[src/rtl/pwsched_pkg.sv]
package pwsched_pkg;
    localparam int MEM_PORTS = 2;
    localparam int BANKS     = 2;

    function automatic int pair_of(input int core_idx);
        return core_idx / 2;
    endfunction
endpackage

[src/rtl/pwsched_targets.sv]
module pwsched_targets #(
    parameter int SALT_W = 128,
    parameter int HASH_W = 192
) (
    input  logic              clk,
    input  logic              rst_n,
    input  logic              salt_we,
    input  logic [SALT_W-1:0] salt_in,
    input  logic              hash_we,
    input  logic [HASH_W-1:0] hash_in,
    input  logic              start,
    output logic [SALT_W-1:0] salt_o,
    output logic [HASH_W-1:0] hash_o,
    output logic              run
);
    typedef struct packed {
        logic [SALT_W-1:0] salt;
        logic [HASH_W-1:0] hash;
        logic              salt_ok;
        logic              hash_ok;
        logic              run;
    } tgt_t;

    tgt_t st_d, st_q;

    always_comb begin
        st_d = st_q;
        if (!st_q.run) begin
            if (salt_we) begin
                st_d.salt    = salt_in;
                st_d.salt_ok = 1'b1;
            end
            if (hash_we) begin
                st_d.hash    = hash_in;
                st_d.hash_ok = 1'b1;
            end
            if (start && st_q.salt_ok && st_q.hash_ok)
                st_d.run = 1'b1;
        end
    end

    always_ff @(posedge clk) begin
        if (!rst_n) st_q <= '0;
        else        st_q <= st_d;
    end

    assign salt_o = st_q.salt;
    assign hash_o = st_q.hash;
    assign run    = st_q.run;
endmodule

[src/rtl/pwsched_stagger.sv]
module pwsched_stagger
    import pwsched_pkg::*;
#(
    parameter int N_CORE     = 4,
    parameter int PAIR_DELAY = 19
) (
    input  logic              clk,
    input  logic              rst_n,
    input  logic              run,
    output logic [N_CORE-1:0] go
);
    localparam int LAST  = (N_CORE / 2 - 1) * PAIR_DELAY;
    localparam int CNT_W = $clog2(LAST + 2);

    logic [CNT_W-1:0] cnt_d, cnt_q;

    always_comb begin
        cnt_d = cnt_q;
        if (!run)                     cnt_d = '0;
        else if (int'(cnt_q) < LAST)  cnt_d = cnt_q + 1'b1;
    end

    always_ff @(posedge clk) begin
        if (!rst_n) cnt_q <= '0;
        else        cnt_q <= cnt_d;
    end

    for (genvar i = 0; i < N_CORE; i++) begin : g_go
        localparam int THR = pair_of(i) * PAIR_DELAY;
        assign go[i] = run && (int'(cnt_q) >= THR);
    end
endmodule

[src/rtl/pwsched_arb.sv]
module pwsched_arb
    import pwsched_pkg::*;
#(
    parameter int N_CORE = 4
) (
    input  logic [N_CORE-1:0] elig,
    input  logic              port_taken,
    output logic [N_CORE-1:0] gnt
);
    always_comb begin
        int used;
        int limit;
        used  = 0;
        limit = port_taken ? MEM_PORTS - 1 : MEM_PORTS;
        gnt   = '0;
        for (int i = 0; i < N_CORE; i++) begin
            if (elig[i] && used < limit) begin
                gnt[i] = 1'b1;
                used   = used + 1;
            end
        end
    end
endmodule

[src/rtl/pwsched_quad.sv]
module pwsched_quad
    import pwsched_pkg::*;
#(
    parameter int N_CORE     = 4,
    parameter int PW_W       = 64,
    parameter int SALT_W     = 128,
    parameter int HASH_W     = 192,
    parameter int PAIR_DELAY = 19
) (
    input  logic                   clk,
    input  logic                   rst_n,
    input  logic                   salt_we,
    input  logic [SALT_W-1:0]      salt_in,
    input  logic                   hash_we,
    input  logic [HASH_W-1:0]      hash_in,
    input  logic                   start,
    input  logic                   gen_we,
    input  logic [PW_W-1:0]        gen_data,
    output logic                   gen_ready,
    input  logic [N_CORE-1:0]      core_req,
    output logic [N_CORE-1:0]      core_go,
    output logic [N_CORE-1:0]      core_gnt,
    output logic [N_CORE*PW_W-1:0] core_rd_data,
    input  logic [N_CORE-1:0]      core_hit,
    output logic [SALT_W-1:0]      salt_o,
    output logic [HASH_W-1:0]      hash_o,
    output logic                   found,
    output logic [$clog2(N_CORE)-1:0] found_core,
    output logic [PW_W-1:0]        found_pw
);
    localparam int IDX_W = $clog2(N_CORE);

    typedef struct packed {
        logic              rd_bank;
        logic [BANKS-1:0]  full;
        logic [N_CORE-1:0] cons;
        logic [IDX_W-1:0]  fill_cnt;
        logic              found;
        logic [IDX_W-1:0]  found_core;
        logic [PW_W-1:0]   found_pw;
    } sched_t;

    sched_t          st_d, st_q;
    logic [PW_W-1:0] mem_d [BANKS][N_CORE];
    logic [PW_W-1:0] mem_q [BANKS][N_CORE];
    logic [PW_W-1:0] lane_d [N_CORE];
    logic [PW_W-1:0] lane_q [N_CORE];

    logic              run;
    logic              fill_bank;
    logic              wr_go;
    logic [N_CORE-1:0] elig;

    pwsched_targets #(.SALT_W(SALT_W), .HASH_W(HASH_W)) u_targets (
        .clk(clk), .rst_n(rst_n),
        .salt_we(salt_we), .salt_in(salt_in),
        .hash_we(hash_we), .hash_in(hash_in),
        .start(start),
        .salt_o(salt_o), .hash_o(hash_o), .run(run)
    );

    pwsched_stagger #(.N_CORE(N_CORE), .PAIR_DELAY(PAIR_DELAY)) u_stagger (
        .clk(clk), .rst_n(rst_n), .run(run), .go(core_go)
    );

    assign fill_bank = ~st_q.rd_bank;
    assign gen_ready = ~st_q.full[fill_bank];
    assign wr_go     = gen_we & gen_ready;
    assign elig      = core_req & core_go & ~st_q.cons & {N_CORE{st_q.full[st_q.rd_bank]}};

    pwsched_arb #(.N_CORE(N_CORE)) u_arb (
        .elig(elig), .port_taken(wr_go), .gnt(core_gnt)
    );

    always_comb begin
        logic [N_CORE-1:0] cons_nx;
        st_d   = st_q;
        mem_d  = mem_q;
        lane_d = lane_q;

        if (wr_go) begin
            mem_d[fill_bank][st_q.fill_cnt] = gen_data;
            st_d.fill_cnt = st_q.fill_cnt + 1'b1;
            if (int'(st_q.fill_cnt) == N_CORE - 1)
                st_d.full[fill_bank] = 1'b1;
        end

        for (int i = 0; i < N_CORE; i++)
            if (core_gnt[i]) lane_d[i] = mem_q[st_q.rd_bank][i];

        cons_nx = st_q.cons | core_gnt;
        if (((&cons_nx) || !st_q.full[st_q.rd_bank]) && st_q.full[fill_bank]) begin
            st_d.rd_bank               = fill_bank;
            st_d.full[st_q.rd_bank]    = 1'b0;
            st_d.cons                  = '0;
        end else begin
            st_d.cons = cons_nx;
        end

        if (!st_q.found) begin
            for (int i = N_CORE - 1; i >= 0; i--) begin
                if (core_hit[i] && core_go[i]) begin
                    st_d.found      = 1'b1;
                    st_d.found_core = IDX_W'(i);
                    st_d.found_pw   = lane_q[i];
                end
            end
        end
    end

    always_ff @(posedge clk) begin
        if (!rst_n) begin
            st_q <= '0;
            for (int b = 0; b < BANKS; b++)
                for (int i = 0; i < N_CORE; i++)
                    mem_q[b][i] <= '0;
            for (int i = 0; i < N_CORE; i++)
                lane_q[i] <= '0;
        end else begin
            st_q   <= st_d;
            mem_q  <= mem_d;
            lane_q <= lane_d;
        end
    end

    for (genvar i = 0; i < N_CORE; i++) begin : g_lane
        assign core_rd_data[i*PW_W +: PW_W] = lane_q[i];
    end

    assign found      = st_q.found;
    assign found_core = st_q.found_core;
    assign found_pw   = st_q.found_pw;
endmodule

[config.mk]
export PLATFORM = sky130hd
export DESIGN_NAME = pwsched_quad
export DESIGN_NICKNAME = d
export VERILOG_FILES = /design/src/rtl/pwsched_pkg.sv /design/src/rtl/pwsched_targets.sv /design/src/rtl/pwsched_stagger.sv /design/src/rtl/pwsched_arb.sv /design/src/rtl/pwsched_quad.sv
export SDC_FILE = /design/constraint.sdc
export NUM_CORES = 2
export LEC_CHECK = 0
export CAP_MARGIN = 10
export CORE_AREA = 8 8 408 410
export CTS_BUF_LIST = sky130_fd_sc_hd__clkbuf_2
export DETAILED_ROUTE_END_ITERATION = 6
export DIE_AREA = 0 0 416 418
export DONT_BUFFER_PORTS = 1
export PLACE_DENSITY_LB_ADDON = 0.1
export SLEW_MARGIN = 20
export SYNTH_ARGS = -nofsm -noshare
export SYNTH_HDL_FRONTEND = slang
export SYNTH_SLANG_ARGS = --single-unit
[constraint.sdc]
create_clock -name clk -period 8.6 [get_ports clk]
set_input_delay 0.86 -clock clk [delete_from_list [all_inputs] [get_ports clk]]
set_output_delay 0.86 -clock clk [all_outputs]
set_load 0.05 [all_outputs]
==> results of run 1 <==
## logic make-up after synthesis
group / share of synthesized area (%)
AND/OR/NAND/NOR: 16.54
AO/OA/AOI/OAI: 20.77
flip-flops: 46.80
buffers and inverters: 10.35
multiplexers: 5.239
adder cells (fa/ha/maj): 0.2246
XOR/XNOR: 0.06990
## stage by stage
| step | utilization (%) | setup slack, ps |
|---|---|---|
| detailed placement | 30.22 | 2709 |
| global placement | 30.22 | 2749 |
| floorplan | - | 2720 |
==> impl.org, run 1 <==
** Run status
- The run stopped with a tool error.
- The flow stopped in clock tree synthesis (4_1_cts).
- The first error in the log reads "[ERROR RSZ-0060] Max buffer count reached".

** Clocking
- In this run the number of H-tree levels came out at 5.
- The number of clock buffers added by TritonCTS is 350.
- Clock tree synthesis selected as its root buffer the cell sky130_fd_sc_hd__clkbuf_2.
- Post-CTS repair timing setup buffer count :: 0
- Counting every sink on the clock net gives 1172.
- The number of hold buffers added after CTS was 1512.
- Post-CTS repair changed the size of 0 cells.
- Clock tree buffer depth :: 4

** Synthesis
- Sequential elements use about 47% of the synthesized area.
- Number of synthesized flops with an enable pin :: 0
- After technology mapping, the gate count stands at a little under 6000.
- Library cells used by synthesis :: 45
- Proportion of synthesized flip-flops having asynchronous set or reset :: 0%
- Synth cell count leaders :: sky130_fd_sc_hd__nand2_1, sky130_fd_sc_hd__dfxtp_1, sky130_fd_sc_hd__a21boi_0, sky130_fd_sc_hd__buf_4, sky130_fd_sc_hd__clkbuf_1
- Of all cell types, the one taking the most synthesized area is sky130_fd_sc_hd__dfxtp_1.
- The most used flip-flop cell after synthesis is sky130_fd_sc_hd__dfxtp_1.
- Yosys attributes the largest share of cell area to sky130_fd_sc_hd__dfxtp_1, sky130_fd_sc_hd__nand2_1, sky130_fd_sc_hd__a21boi_0.
- Mean instance size in the synthesized netlist :: 8.666 µm²
- Summing every instance area after synthesis gives 50130 µm².
- The most common cell in the synthesized netlist is sky130_fd_sc_hd__nand2_1.
- In this run the biggest area consumer among cell types represents ~47% of the synthesized area.
- For this run, the number of Yosys warnings is 0.
- Syn nets :: 6192
- FF+latch count, synth :: 1172

** Placement
- At the end of routability-driven placement, the weighted congestion stood at 0.8800.
- Total placed instance area :: approximately 48000 µm²
- Once detailed placement completed, the half-perimeter wirelength came to between 100 and 150 mm.
- In this run the tool buffered the top-level ports with 0 buffer cells.
- Placed cell count :: 7023

** Die
- Starting utilization of the core area :: about a third
- Row generation in the floorplan step produced 147 rows.
- Die width :: 416 µm
- The die is 418 µm tall.
- I/O pin count :: ~1100
==> run 2: changes to the inputs <==
--- a/config.mk
+++ b/config.mk
@@ -6,12 +6,11 @@
 export NUM_CORES = 2
 export LEC_CHECK = 0
 export CAP_MARGIN = 10
-export CORE_AREA = 8 8 408 410
-export CTS_BUF_LIST = sky130_fd_sc_hd__clkbuf_2
+export CORE_MARGIN = 8
+export CORE_UTILIZATION = 30
 export DETAILED_ROUTE_END_ITERATION = 6
-export DIE_AREA = 0 0 416 418
 export DONT_BUFFER_PORTS = 1
-export PLACE_DENSITY_LB_ADDON = 0.1
+export PLACE_DENSITY_LB_ADDON = 0.15
 export SLEW_MARGIN = 20
 export SYNTH_ARGS = -nofsm -noshare
 export SYNTH_HDL_FRONTEND = slang
==> impl.org, run 2 <==
** Die
- Starting utilization of the core area :: 30.08%
- I/O pin count :: 1050
- Placeable core region :: 166700 µm²
- Die width :: between 400 and 500 µm
- The die covers about 180000 µm².
- After floorplanning, the core was divided into 150 placement rows.
- Height of the die :: between 400 and 500 µm

** Synthesis
- Summing the sequential cell areas from Yosys gives 46.80% of the chip area.
- Post-synth top area share :: 46.80%
- Most instantiated flip-flop cell in the synthesis netlist :: sky130_fd_sc_hd__dfxtp_1
- The synthesized netlist occupies a cell area of roughly 50000 µm².
- The largest total area in the synthesized netlist belongs to sky130_fd_sc_hd__dfxtp_1.
- The most common cell in the synthesized netlist is sky130_fd_sc_hd__nand2_1.
- In this run, synthesis inferred 0 flip-flops with an integrated enable.
- The Yosys step of the flow raised 0 warnings.
- Syn nets :: 6192
- In the synthesized netlist, the number of instances is 5785.
- The synthesized design contains 1172 register bits.
- Synth cell count leaders :: sky130_fd_sc_hd__nand2_1, sky130_fd_sc_hd__dfxtp_1, sky130_fd_sc_hd__a21boi_0, sky130_fd_sc_hd__buf_4, sky130_fd_sc_hd__clkbuf_1
- Proportion of synthesized flip-flops having asynchronous set or reset :: 0%
- Synthesis instantiated 45 different standard cells from the library.
- Mean instance size in the synthesized netlist :: around 8.7 µm²
- In the post-synthesis netlist, the biggest area contributors are sky130_fd_sc_hd__dfxtp_1, sky130_fd_sc_hd__nand2_1, sky130_fd_sc_hd__a21boi_0.

** Finish
- Largest register by flop count :: mem_q
- In the final layout, the share of cells above drive strength 1 is between 6 and 7%.
- After filler insertion, the fill cell instance count of the layout stands at 17420.
- Max FFs per register :: around 500
- The finished cells cover ~53000 µm².
- Leaving out fill and tap cells, the most frequent cell in the layout is sky130_fd_sc_hd__nand2_1.
- Area added between synthesis and finish :: 6.437%
- Final-stage net count :: 5493
- The top cell types in the final layout, fill and taps aside, are sky130_fd_sc_hd__nand2_1, sky130_fd_sc_hd__dfxtp_1, sky130_fd_sc_hd__a21boi_0.

** Clocking
- The longest clock path from root to sink contains 3 buffers.
- TritonCTS built the clock tree.
- For the worst-skew pair, the clock arrives at the later sink with an insertion delay of around 790 ps.
- After clock tree synthesis, the clock-pin slew on the worst setup and hold paths is 60 ps.
- CTS sink count :: ~1200
- The number of gates resized after CTS was 0.
- The number of clock buffers added by TritonCTS is 143.
- In this run the number of H-tree levels came out at 4.
- Post-CTS repair timing setup buffer count :: 0
- Buffer cell driving the clock tree root :: sky130_fd_sc_hd__clkbuf_16
- The number of hold buffers added after CTS was 0.

** Power and ir drop
- Pwr dens :: between 200 and 250 nW/µm²
- In this run the static leakage power is 20.38 nW.
- IR analysis of the VDD net gives a maximum drop of 0.1746 mV.

** Timing
- Setup violations remaining at the end of the flow were counted as 0.
- Slew Limit Headroom :: between 20% and 30%
- Worst Hold Margin :: 216.3 ps
- For the pin with the worst max-slew slack, the measured transition is 1179 ps.
- Adding up every negative setup slack in the final design gives 0 ps.
- Setup repair after global routing left no endpoint under its margin.
- The worst path uses 80.16% of the clock period.
- Worst clock skew on the final layout :: 27.84 ps
- Minimum period implied by the final worst setup slack :: 6894 ps
- Final-report max-slew violation count :: 0
- Max Clock Freq :: 0.1451 GHz
- The final hold violation count was 0.

** Global routing
- The via count of the first global-routing pass came to 34750.
- Initial antenna violation count :: 31
- Combined global-route utilization of all metal layers :: a little over a fifth
- Entering global routing, the biggest net connects 1169 pins.
- Global-route wire length before repair :: 284.3 mm
- Global-route congestion overflow total :: 0

** Routing
- In the routed layout, each cell is associated on average with a via count of 5.010.
- In this run, the number of DRC markers left after iteration 0 of detailed routing was around 2700.
- Drt pass-1 iters :: 6
- The count of nets left with antenna violations once routing finished came out at 0.
- For this run, design rule violations remaining after detail routing come to 0.
- The routed design has around 200 mm of wire.
- Vias :: about 37000
- Routed length per instance :: 27.61 µm

** Critical path
- Worst Reg2Reg Path Length in Cells :: 16
- For the worst setup path, the data arrival time is 6030 ps.
- For flop-to-flop paths, the worst setup slack is 2210 ps.
- The worst register-to-register path ends at core_rd_data[220]$_SDFFE_PN0P_.
- Along the worst path, the maximum fanout reaches 52.
- Critical path required time :: 7740 ps
- STA classifies the critical path startpoint as a flop.
- Start-to-end type of the worst setup path :: reg -> out
- The worst setup path is captured at an output port.
- Launching point of the worst reg2reg path :: st_q[75]$_SDFFE_PN0P_

** Run status
- Status :: completed

** Placement
- The count of buffers added on input and output ports is 0.
- Estimated wirelength of the detail-placed design :: between 100 and 150 mm
- Total placed instance area :: between 40000 and 50000 µm²
- Placer Congestion :: 0.8556

** Job
- MaxCap Viol Count :: 0

** Worst hold path
- The path class of the tightest hold or removal check is in -> reg.
- Origin of the worst min-delay path :: gen_data[31]
- Min-Delay Path Depth :: 2
- End point of the worst hold path :: mem_q[31]$_SDFFE_PN0P_
-- run 2: cell counts after synthesis --
No cell type changed its count.
-- run 2: layout make-up --
type                       instances  area, µm²  area share [%]
inverter                           7      26.28         0.04924
multi-input combinational       3707      21700           40.67
antenna                           19      47.55         0.08911
timing repair buffer              55      575.6           1.079
tap                             2204       2758           5.168
sequential                      1172      23470           43.98
clock buffer                     210       4222           7.912
clock inverter                    43      560.5           1.051
-- run 2: metal layers --
layer | vias to the layer above | share of wire (%) | track usage (%)
met5 | - | 0.090 | 0
met4 | 30 | 3.3 | 7.328
met3 | 281 | 7.1 | 6.238
met2 | 1064 | 50 | 37.75
met1 | 18230 | 40 | 24.86
li1 | 17550 | - | -
-- run 2: logic make-up (layout without fill, tap and decap cells) --
| family | Yosys count | count (layout) | share of synthesized area [%] |
|---|---|---|---|
| DFF | 1172 | 1172 | 46.80 |
| buffers and inverters | 906 | 315 | 10.35 |
| muxes | 261 | 261 | 5.239 |
| xor gates and xnor gates | 4 | 4 | 0.06990 |
| and+or+nand+nor | 2114 | 2114 | 16.54 |
| adders and majority gates | 9 | 9 | 0.2246 |
| other | 0 | 19 | 0 |
| AOI/OAI and AO/OA | 1319 | 1319 | 20.77 |
-- run 2: how the worst max path moves through the flow --
| stage | startpoint | end | depth (start not counted) |
|---|---|---|---|
| final | st_q[75]$_SDFFE_PN0P_ | core_gnt[3] | 13 |
| after global routing | st_q[75]$_SDFFE_PN0P_ | core_gnt[3] | 13 |
| after CTS | st_q[75]$_SDFFE_PN0P_ | core_gnt[3] | 13 |
| after detailed placement | st_q[75]$_SDFFE_PN0P_ | core_rd_data[216]$_SDFFE_PN0P_ | 16 |
| after global placement | st_q[75]$_SDFFE_PN0P_ | core_rd_data[226]$_SDFFE_PN0P_ | 16 |
| after floorplan | core_req[0] | core_gnt[3] | 17 |
-- run 2: stage by stage --
stage | power, W | util (%) | worst slack [ps] | std cells
4_1_cts | 0.01290 | 31.91 | 1543 | 7393
2_1_floorplan | 0.006618 | - | 2720 | 5785
5_1_grt | 0.01325 | 31.99 | 1369 | 7402
3_5_place_dp | 0.006632 | 29.04 | 2129 | 7140
6_report | 0.01278 | 32.02 | 1706 | 7417
3_3_place_gp | 0.006622 | 29.04 | 2142 | 7140
-- run 2: where the power goes --
part	total, W	switching (W)	internal [W]
sequential	0.00603	0.000461	0.00557
combinational	0.000551	0.000367	0.000183
clock	0.00620	0.00252	0.00368
total	0.0128	0.00335	0.00944
-- run 2: critical path: stages (launching register included) --
cell and delay, ps:
sky130_fd_sc_hd__dfxtp_4 990, sky130_fd_sc_hd__mux2i_4 760, sky130_fd_sc_hd__and2_1 460, sky130_fd_sc_hd__a21oi_4 110, sky130_fd_sc_hd__ha_1 260, sky130_fd_sc_hd__ha_1 200, sky130_fd_sc_hd__nor3b_1 410, sky130_fd_sc_hd__nand2_1 160
sky130_fd_sc_hd__a2111oi_4 480, sky130_fd_sc_hd__mux2i_1 150, sky130_fd_sc_hd__ha_1 200, sky130_fd_sc_hd__nor3b_1 170, sky130_fd_sc_hd__nand4_1 200, sky130_fd_sc_hd__a21oi_4 660
Note: power is estimated with default switching activity, not from simulation.
